$ cat src/rtl/wdog_pkg.sv
package wdog_pkg;

    localparam int CNT_W = 12;
    localparam logic [7:0] RESTART_KEY = 8'hA5;

    typedef enum logic [1:0] {
        ADDR_MODE = 2'd0,
        ADDR_CMD  = 2'd1,
        ADDR_STAT = 2'd2
    } wd_addr_e;

    // Packed MSB first: dis[26] halt_en[25] rst_en[24] delta[23:12] reload[11:0]
    typedef struct packed {
        logic             dis;
        logic             halt_en;
        logic             rst_en;
        logic [CNT_W-1:0] delta;
        logic [CNT_W-1:0] reload;
    } wd_mode_t;

    localparam int MODE_W = $bits(wd_mode_t);

    localparam wd_mode_t MODE_DEFAULT = '{
        dis:     1'b0,
        halt_en: 1'b0,
        rst_en:  1'b1,
        delta:   {CNT_W{1'b1}},
        reload:  {CNT_W{1'b1}}
    };

endpackage

$ cat src/rtl/wdog_prescaler.sv
module wdog_prescaler #(
    parameter int DIV = 128
) (
    input  logic clk,
    input  logic rst_n,
    input  logic slow_en,
    input  logic run,
    output logic tick
);
    localparam int W = (DIV > 1) ? $clog2(DIV) : 1;
    localparam logic [W-1:0] LAST = W'(DIV - 1);

    typedef struct packed {
        logic [W-1:0] cnt;
    } pre_t;

    pre_t pre_q, pre_d;
    logic adv;

    always_comb begin
        pre_d = pre_q;
        adv   = slow_en && run;
        tick  = adv && (pre_q.cnt == LAST);
        if (adv) begin
            if (pre_q.cnt == LAST) pre_d.cnt = '0;
            else                   pre_d.cnt = pre_q.cnt + 1'b1;
        end
    end

    always_ff @(posedge clk or negedge rst_n) begin
        if (!rst_n) pre_q <= '0;
        else        pre_q <= pre_d;
    end

    // a frozen prescaler keeps its phase
    assert_frozen_prescaler_R3: assert property (@(posedge clk) disable iff (!rst_n)
        !adv |=> $stable(pre_q.cnt));

endmodule

$ cat src/rtl/wdog_counter.sv
module wdog_counter
    import wdog_pkg::*;
(
    input  logic             clk,
    input  logic             rst_n,
    input  logic             cfg_dis,
    input  logic [CNT_W-1:0] cfg_reload,
    input  logic [CNT_W-1:0] cfg_delta,
    input  logic             mode_load,
    input  logic [CNT_W-1:0] load_value,
    input  logic             restart_req,
    input  logic             tick,
    output logic [CNT_W-1:0] count,
    output logic             uflow_evt,
    output logic             winerr_evt
);
    typedef struct packed {
        logic [CNT_W-1:0] cnt;
    } cnt_t;

    cnt_t cnt_q, cnt_d;
    logic restart_ok;
    logic accept;

    always_comb begin
        cnt_d      = cnt_q;
        restart_ok = restart_req && !cfg_dis;
        accept     = restart_ok && (cnt_q.cnt <= cfg_delta);
        winerr_evt = restart_ok && (cnt_q.cnt > cfg_delta);
        uflow_evt  = 1'b0;
        if (mode_load) begin
            cnt_d.cnt = load_value;
        end else if (accept) begin
            cnt_d.cnt = cfg_reload;
        end else if (tick) begin
            if (cnt_q.cnt == '0) begin
                uflow_evt = 1'b1;
                cnt_d.cnt = cfg_reload;
            end else begin
                cnt_d.cnt = cnt_q.cnt - 1'b1;
            end
        end
    end

    always_ff @(posedge clk or negedge rst_n) begin
        if (!rst_n) cnt_q <= '{cnt: MODE_DEFAULT.reload};
        else        cnt_q <= cnt_d;
    end

    assign count = cnt_q.cnt;

    // plain tick steps down by one
    assert_tick_decrement_R4: assert property (@(posedge clk) disable iff (!rst_n)
        (tick && !mode_load && !accept && cnt_q.cnt != '0)
            |=> cnt_q.cnt == $past(cnt_q.cnt) - 1'b1);

    // disabled counter holds
    assert_disabled_hold_R7: assert property (@(posedge clk) disable iff (!rst_n)
        cfg_dis |=> $stable(cnt_q.cnt));

    // refused restart leaves the count alone
    assert_refused_hold_R10: assert property (@(posedge clk) disable iff (!rst_n)
        (winerr_evt && !tick) |=> $stable(cnt_q.cnt));

endmodule

$ cat src/rtl/wdog_regs.sv
module wdog_regs
    import wdog_pkg::*;
(
    input  logic             clk,
    input  logic             rst_n,
    input  logic             bus_wr,
    input  logic             bus_rd,
    input  logic [1:0]       bus_addr,
    input  logic [31:0]      bus_wdata,
    input  logic [CNT_W-1:0] count,
    input  logic             uflow_evt,
    input  logic             winerr_evt,
    output wd_mode_t         mode,
    output logic             mode_load,
    output logic             restart_req,
    output logic [31:0]      bus_rdata
);
    typedef struct packed {
        wd_mode_t mode;
        logic     locked;
        logic     uf_flag;
        logic     we_flag;
    } regs_t;

    regs_t rq, rd;
    logic  stat_rd;
    logic  unused_wdata;

    assign unused_wdata = ^bus_wdata[23:1];

    always_comb begin
        rd          = rq;
        mode_load   = bus_wr && (bus_addr == ADDR_MODE) && !rq.locked;
        restart_req = bus_wr && (bus_addr == ADDR_CMD)
                      && (bus_wdata[31:24] == RESTART_KEY) && bus_wdata[0];
        stat_rd     = bus_rd && (bus_addr == ADDR_STAT);
        if (mode_load) begin
            rd.mode   = wd_mode_t'(bus_wdata[MODE_W-1:0]);
            rd.locked = 1'b1;
        end
        if (stat_rd) begin
            rd.uf_flag = 1'b0;
            rd.we_flag = 1'b0;
        end
        if (uflow_evt)  rd.uf_flag = 1'b1;
        if (winerr_evt) rd.we_flag = 1'b1;
    end

    always_ff @(posedge clk or negedge rst_n) begin
        if (!rst_n) rq <= '{mode: MODE_DEFAULT, locked: 1'b0, uf_flag: 1'b0, we_flag: 1'b0};
        else        rq <= rd;
    end

    always_comb begin
        case (bus_addr)
            ADDR_MODE: bus_rdata = {{(32-MODE_W){1'b0}}, rq.mode};
            ADDR_STAT: bus_rdata = {4'b0, count, 14'b0, rq.we_flag, rq.uf_flag};
            default:   bus_rdata = '0;
        endcase
    end

    assign mode = rq.mode;

    // configuration frozen once locked
    assert_mode_locked_R2: assert property (@(posedge clk) disable iff (!rst_n)
        rq.locked |=> $stable(rq.mode));

    // events win over a same-cycle clear
    assert_uflow_flag_R11: assert property (@(posedge clk) disable iff (!rst_n)
        uflow_evt |=> rq.uf_flag);

    // refused restart raises the window flag
    assert_winerr_flag_R10: assert property (@(posedge clk) disable iff (!rst_n)
        winerr_evt |=> rq.we_flag);

endmodule

$ cat src/rtl/wdog_rst_pulse.sv
module wdog_rst_pulse #(
    parameter int LEN = 4
) (
    input  logic clk,
    input  logic rst_n,
    input  logic fire,
    output logic rst_req
);
    localparam int PW = $clog2(LEN + 1);

    typedef struct packed {
        logic [PW-1:0] left;
    } pulse_t;

    pulse_t pq, pd;

    always_comb begin
        pd = pq;
        if (fire)              pd.left = PW'(LEN);
        else if (pq.left != 0) pd.left = pq.left - 1'b1;
    end

    always_ff @(posedge clk or negedge rst_n) begin
        if (!rst_n) pq <= '0;
        else        pq <= pd;
    end

    assign rst_req = (pq.left != '0);

    // request follows an enabled underflow
    assert_pulse_start_R5: assert property (@(posedge clk) disable iff (!rst_n)
        fire |=> rst_req);

    // no request appears without an enabled underflow
    assert_pulse_cause_R6: assert property (@(posedge clk) disable iff (!rst_n)
        $rose(rst_req) |-> $past(fire));

endmodule

$ cat src/rtl/wdog_window_top.sv
module wdog_window_top
    import wdog_pkg::*;
#(
    parameter int PRESCALE  = 128,
    parameter int PULSE_LEN = 4
) (
    input  logic        clk,
    input  logic        rst_n,
    input  logic        slow_en,
    input  logic        dbg_halt_in,
    input  logic        bus_wr,
    input  logic        bus_rd,
    input  logic [1:0]  bus_addr,
    input  logic [31:0] bus_wdata,
    output logic [31:0] bus_rdata,
    output logic        rst_req
);
    wd_mode_t         mode;
    logic             mode_load;
    logic             restart_req;
    logic             run;
    logic             tick;
    logic [CNT_W-1:0] count;
    logic             uflow_evt;
    logic             winerr_evt;

    assign run = !mode.dis && !(mode.halt_en && dbg_halt_in);

    wdog_regs u_regs (
        .clk         (clk),
        .rst_n       (rst_n),
        .bus_wr      (bus_wr),
        .bus_rd      (bus_rd),
        .bus_addr    (bus_addr),
        .bus_wdata   (bus_wdata),
        .count       (count),
        .uflow_evt   (uflow_evt),
        .winerr_evt  (winerr_evt),
        .mode        (mode),
        .mode_load   (mode_load),
        .restart_req (restart_req),
        .bus_rdata   (bus_rdata)
    );

    wdog_prescaler #(.DIV(PRESCALE)) u_pre (
        .clk     (clk),
        .rst_n   (rst_n),
        .slow_en (slow_en),
        .run     (run),
        .tick    (tick)
    );

    wdog_counter u_cnt (
        .clk         (clk),
        .rst_n       (rst_n),
        .cfg_dis     (mode.dis),
        .cfg_reload  (mode.reload),
        .cfg_delta   (mode.delta),
        .mode_load   (mode_load),
        .load_value  (bus_wdata[CNT_W-1:0]),
        .restart_req (restart_req),
        .tick        (tick),
        .count       (count),
        .uflow_evt   (uflow_evt),
        .winerr_evt  (winerr_evt)
    );

    wdog_rst_pulse #(.LEN(PULSE_LEN)) u_pulse (
        .clk     (clk),
        .rst_n   (rst_n),
        .fire    (uflow_evt && mode.rst_en),
        .rst_req (rst_req)
    );

    // frozen by debug means no tick
    assert_debug_freeze_R8: assert property (@(posedge clk) disable iff (!rst_n)
        (mode.halt_en && dbg_halt_in) |-> !tick);

endmodule

$ cat config.mk
export PLATFORM = sky130hd
export DESIGN_NAME = wdog_window_top
export DESIGN_NICKNAME = d
export VERILOG_FILES = /design/src/rtl/wdog_pkg.sv /design/src/rtl/wdog_prescaler.sv /design/src/rtl/wdog_counter.sv /design/src/rtl/wdog_regs.sv /design/src/rtl/wdog_rst_pulse.sv /design/src/rtl/wdog_window_top.sv
export SDC_FILE = /design/constraint.sdc
export NUM_CORES = 1
export LEC_CHECK = 0
export ABC_AREA = 1
export CORE_MARGIN = 2
export CORE_UTILIZATION = 56
export DETAILED_ROUTE_END_ITERATION = 16
export GPL_ROUTABILITY_DRIVEN = 0
export PLACE_DENSITY = 0.86
export SLEW_MARGIN = 20
export SYNTH_ARGS = -nofsm -noshare
export SYNTH_HDL_FRONTEND = slang
export SYNTH_SLANG_ARGS = --single-unit
$ cat constraint.sdc
create_clock -name clk -period 4.7 [get_ports clk]
set_input_delay 0.47 -clock clk [delete_from_list [all_inputs] [get_ports clk]]
set_output_delay 0.47 -clock clk [all_outputs]
set_load 0.01 [all_outputs]
==> After elaboration in Yosys (flattened, before gate mapping) <==
Index checks and enable logic that the tools add are counted.
{ "op_classes": {"n_addsub": 3, "magnitude_cmp": 2, "eq_ne": 4, "mux": 15, "n_reduce_logical": 24} }
{ "ops": {"columns": ["operator", "count"], "rows": [
  ["one-hot mux 28 bit (2 select lines)", 1],
  ["2-to-1 mux 12 bit", 4],
  ["logical AND 1 bit", 14],
  ["greater-than comparator 12 bit", 1],
  ["<= comparator 12 bit", 1],
  ["logical NOT 12 bit", 1],
  ["subtractor 12 x 1 -> 12 bit, second input constant", 1],
  ["== test 8 bit, second input constant", 1],
  ["adder 7 x 1 -> 7 bit, second input constant", 1],
  ["== test 7 bit, second input constant", 1],
  ["2-to-1 mux 7 bit", 1],
  ["2-to-1 mux 1 bit", 6],
  ["2-to-1 mux 3 bit", 2],
  ["nonzero test 2 bit", 3],
  ["nonzero test 3 bit", 2],
  ["logical NOT 1 bit", 3],
  ["subtractor 3 x 1 -> 3 bit, second input constant", 1],
  ["== test 2 x 1 -> 1 bit, second input constant", 1],
  ["== test 2 bit, second input constant", 1],
  ["logical NOT 2 bit", 1],
  ["2-to-1 mux 2 bit", 1]
]} }
{ "word_totals": {"reg_bits": 52, "input_bits": 40, "out_inout_bits": 33, "word_cells": 59} }

==> Depth between registers and ports, before layout <==
{ "depth": {"word_depth": 10, "depth_mapped": 18, "depth_no_buf": 17} }

==> By module <==
Synthesis repeated with hierarchy kept, for this count alone.
{ "hier_totals": {"hier_cells": 604, "hier_area_um2": 4093.9} }
{ "modules_own_cells": {"columns": ["mod", "instances", "cells_each", "area_each_um2", "seq_area_each_um2"], "rows": [
  ["wdog_regs", 1, 252, 1829.3, 782.0],
  ["wdog_counter", 1, 278, 1704.1, 315.3],
  ["wdog_prescaler", 1, 49, 370.4, 175.2],
  ["wdog_rst_pulse", 1, 22, 173.9, 75.1],
  ["wdog_window_top", 1, 3, 16.3, 0.0]
]} }

==> Worst setup path after synthesis <==
No wires, ideal clock.
{ "synth_path": {"path_kind": "flip-flop to flip-flop", "from": "reg u_regs.rq, in the netlist u_regs.mode[23]", "to": "reg u_cnt.cnt_q, in the netlist u_cnt.count[1]", "setup_ps": 73, "arrival_ps": 1915, "required_ps": 4627, "path_slack_ps": 2712, "path_stages_with_launch": 16, "n_path_buf": 1, "period_less_slack_ps": 1988, "path_cell_list": "dfstp_2 inv_1 ha_1 nand2_1 inv_1 nand2_1 nor2_1 nand2_1 nand3_1 nand2_1 nand2_1 nand3_1 buf_2 nand2_1 inv_1 a21oi_1"} }
{ "synth_via": {"elab_chain_cells": 4, "elab_cells_between_ends": 5, "classes_between": "order compare (1); mux (2); reduce/logical (2)"} }
{ "synth_lines": {"columns": ["item", "line", "rtl"], "rows": [
  ["start: declaration", "wdog_regs.sv:25", "regs_t rq, rd;"],
  ["start signal: assignment", "wdog_regs.sv:50", "if (!rst_n) rq <= '{mode: MODE_DEFAULT, locked: 1'b0, uf_flag: 1'b0, we_flag: 1'b0};"],
  ["start signal: assignment", "wdog_regs.sv:51", "else rq <= rd;"],
  ["<= comparator 12 bit (*)", "wdog_counter.sv:28", "accept = restart_ok && (cnt_q.cnt <= cfg_delta);"],
  ["logical AND 1 bit (*)", "wdog_counter.sv:28", null],
  ["2-to-1 mux 12 bit", "wdog_counter.sv:33", "end else if (accept) begin"],
  ["2-to-1 mux 12 bit", "wdog_counter.sv:31", "if (mode_load) begin"],
  ["end signal: assignment", "wdog_counter.sv:46", "if (!rst_n) cnt_q <= '{cnt: MODE_DEFAULT.reload};"],
  ["end signal: assignment", "wdog_counter.sv:47", "else cnt_q <= cnt_d;"],
  ["end: declaration", "wdog_counter.sv:21", "cnt_t cnt_q, cnt_d;"]
]} }
Mark *: on every way between the ends. The rest lies on a longest branch, timed or not.
A chain may end at the register's enable or synchronous reset.

==> Worst setup path after layout <==
{ "layout_path": {"from": "reg u_regs.rq, in the netlist u_regs.mode[23]", "to": "reg u_cnt.cnt_q, in the netlist u_cnt.count[5]"} }
The elaborated chain is that of the path after synthesis.

==> metrics.txt <==
Tightest Hold Check Type=input pin to async pin; initial antenna violation count=0; top-area cell type share of the netlist area=27.62%; worst-margin pin slew=0.8087 ns; CTS tree=done; Setup TNS Final=0 ns; Layout area overhead=22.22%; reg2reg start=u_regs.mode[23]$_DFFE_PN1P_; total track usage=25.37%; Filler cells=484; Clock Skews=0.008667 ns; MaxCap Viol Count=0; post-synthesis instance total=502; Die ar.=slightly below 0.007 mm2; Via density=5.294; port buffer count=68; Yosys Warn Count=0; antenna-violating nets left=0; Post-synth top flop=dfstp_2; worst reg2reg path endpoint=u_cnt.count[5]$_DFFE_PN1P_; DR pass1 iterations=5; Synth area leaders=dfstp_2 28%, nand2_1 17%, dfrtp_1 11%, inv_1 8.0%, ha_1 5.7%; synth unique cells=36; row cnt=28; fin nets=620; Core Box Area=0.005991 mm2; CTS buffer count=5; H-tree Lvls=2; Die Span X=between 80 and 90 um; Worst Path Class, Setup=flip-flop to flip-flop; drt initial violations=around 230; drt drc=0; first-pass GRT wire length=between 10,000 and 15,000 um; CTS root buf=clkbuf_8; Hold Fails Final Rpt=0; # IOs=73; Final min period=3.294 ns; sequential share of the synthesized area=38.29%; Critical Path Start Type=flip-flop; Slew headroom=approximately 46%; Sink Count=52; Initial Utilization=58.75%; Final Max Tran Viols=0; Max VDD drop=about 0.00025 V; Final setup violation count=0; Routed WL per cell=roughly 13 um; fmax=around 0.30 GHz; commonest cells after routing, fill and taps aside=159 x nand2_1, 75 x inv_1, 67 x clkdlybuf4s50_1; hpwl dp=6419 um; Die Height=83.28 um; worst skew pair latency=0.31 ns; DR vias=3,388; grt ovf=0; Final Routed Wirelength=8571 um; share of post-route cells with drive strength above 1=11.50%; mapped cell area=~0.0035 mm2; Resized Gates After CTS=0; worst reg-to-reg path cell count=14; Diodes inserted=0; largest net degree at the start of global routing=54; leakage dissipation=2.164 nW; status=finished, final reports clean; Power Density=473.3 mW/mm2; Multi-input gate area=0.001762 mm2; Crit Path Max Fanout=20; register area=0.001348 mm2; WP data arrival=between 3 and 4 ns; asr flop ratio synth=100.0%; number of global-route vias before repair=between 3,000 and 4,000; Final period util=70.09%; Worst-path clk slew=0.10 ns; cell taking the most area after synthesis=dfstp_2; setup bufs post-CTS=0; Crit path required time=between 4 and 5 ns; most common cell after layout, fill and taps aside=nand2_1; RSZ-0062 raised after global routing=false; Crit. End Element=flip-flop; Post-CTS Hold Fix Bufs=0; R2R setup slack=1.41 ns; mean area per synthesized cell=7.011 um2; setup ws final=1.406 ns; maximum clock path buffer count=2; Post-synth EDFFs=0; DP Worst Slack=~1.5 ns; post-synthesis register bit count=52
-- cell families after synthesis --
kind of cell | synth area share, %
xor gates and xnor gates | 1.991
adders and majority gates | 5.688
buffers and inverters | 11.98
AOI/OAI and AO/OA | 11.13
DFF | 38.29
and+or+nand+nor | 30.82
other | 0.1065
-- per-layer routing --
metal	GRT usage, %	share of wire, %	vias to the layer above
li1	-	-	1695
met1	33.04	44	1538
met2	43.62	48	143
met3	4.573	7.0	12
met4	6.557	1.4	0
met5	0	0	-
-- how the worst max path moves through the flow --
stage	from	to	slack (ns)	depth (start not counted)
final	u_regs.mode[23]$_DFFE_PN1P_	u_cnt.count[5]$_DFFE_PN1P_	1.41	14
after global routing	u_regs.mode[23]$_DFFE_PN1P_	u_cnt.count[1]$_DFFE_PN1P_	1.08	14
after CTS	u_regs.mode[23]$_DFFE_PN1P_	u_cnt.count[1]$_DFFE_PN1P_	1.45	14
after detailed placement	u_regs.mode[23]$_DFFE_PN1P_	u_cnt.count[1]$_DFFE_PN1P_	1.46	14
after global placement	u_regs.mode[23]$_DFFE_PN1P_	u_cnt.count[11]$_DFFE_PN1P_	1.66	14
after floorplan	u_regs.mode[23]$_DFFE_PN1P_	u_cnt.count[1]$_DFFE_PN1P_	2.71	15
-- stage by stage --
step	std cells	hold WS [ns]	utilization [%]	instance area, um2	power (mW)
final	640	0.4457	71.80	4302	2.036
after global routing	640	0.4921	71.80	4302	2.204
after CTS	640	0.4674	71.80	4302	2.036
after detailed placement	632	0.4667	70.22	4207	1.756
after global placement	631	0.4619	69.88	4187	1.712
after floorplan	505	0.1744	-	3531	1.456
-- power breakdown --
group / switching, mW / internal, mW / total, mW / leakage, nW
combinational: 0.533 / 0.372 / 0.905 / 1.54
sequential: 0.147 / 0.707 / 0.854 / 0.575
clock: 0.167 / 0.110 / 0.277 / 0.0491
total: 0.846 / 1.19 / 2.04 / 2.16
-- flip-flops by register name, indices dropped and copies added (netlist names) --
| register | count |
|---|---|
| u_regs.mode | 27 |
| u_pulse.pq | 3 |
| u_cnt.count | 12 |
| u_regs.rq | 3 |
| u_pre.pre_q | 7 |
-- Yosys cell counts, drive strengths merged (2+ instances only) --
master	number
nand2	161
xor2	6
xnor2	2
nand3	31
inv	78
buf	12
a21oi	13
clkbuf	7
nor2	53
ha	16
o21ai	41
dfstp	37
nor3	6
o22ai	11
nand4	6
dfrtp	15
-- area by class of cell --
class                           count  share of cell area, %
Tap cell                           75                  2.181
Clock buffer                        5                  1.600
Multi-Input combinational cell    356                  40.95
Timing Repair Buffer               71                  16.52
Clock inverter                      3                 0.6108
Sequential cell                    52                  31.33
Inverter                           78                  6.806
-- worst max-delay path, stage by stage, from the launching register on --
cell and delay, ns:
dfstp_2 0.53, inv_1 0.05, ha_1 0.29, nand2_1 0.07
inv_1 0.05, nand2_1 0.05, nor2_1 0.15, nand2_1 0.08
nand3_1 0.07, nand2_1 0.33, nand2_1 0.46, nand3_1 0.68
inv_2 0.28, nand2_1 0.07, nand2_1 0.08
Note: power is estimated with default switching activity, not from simulation.
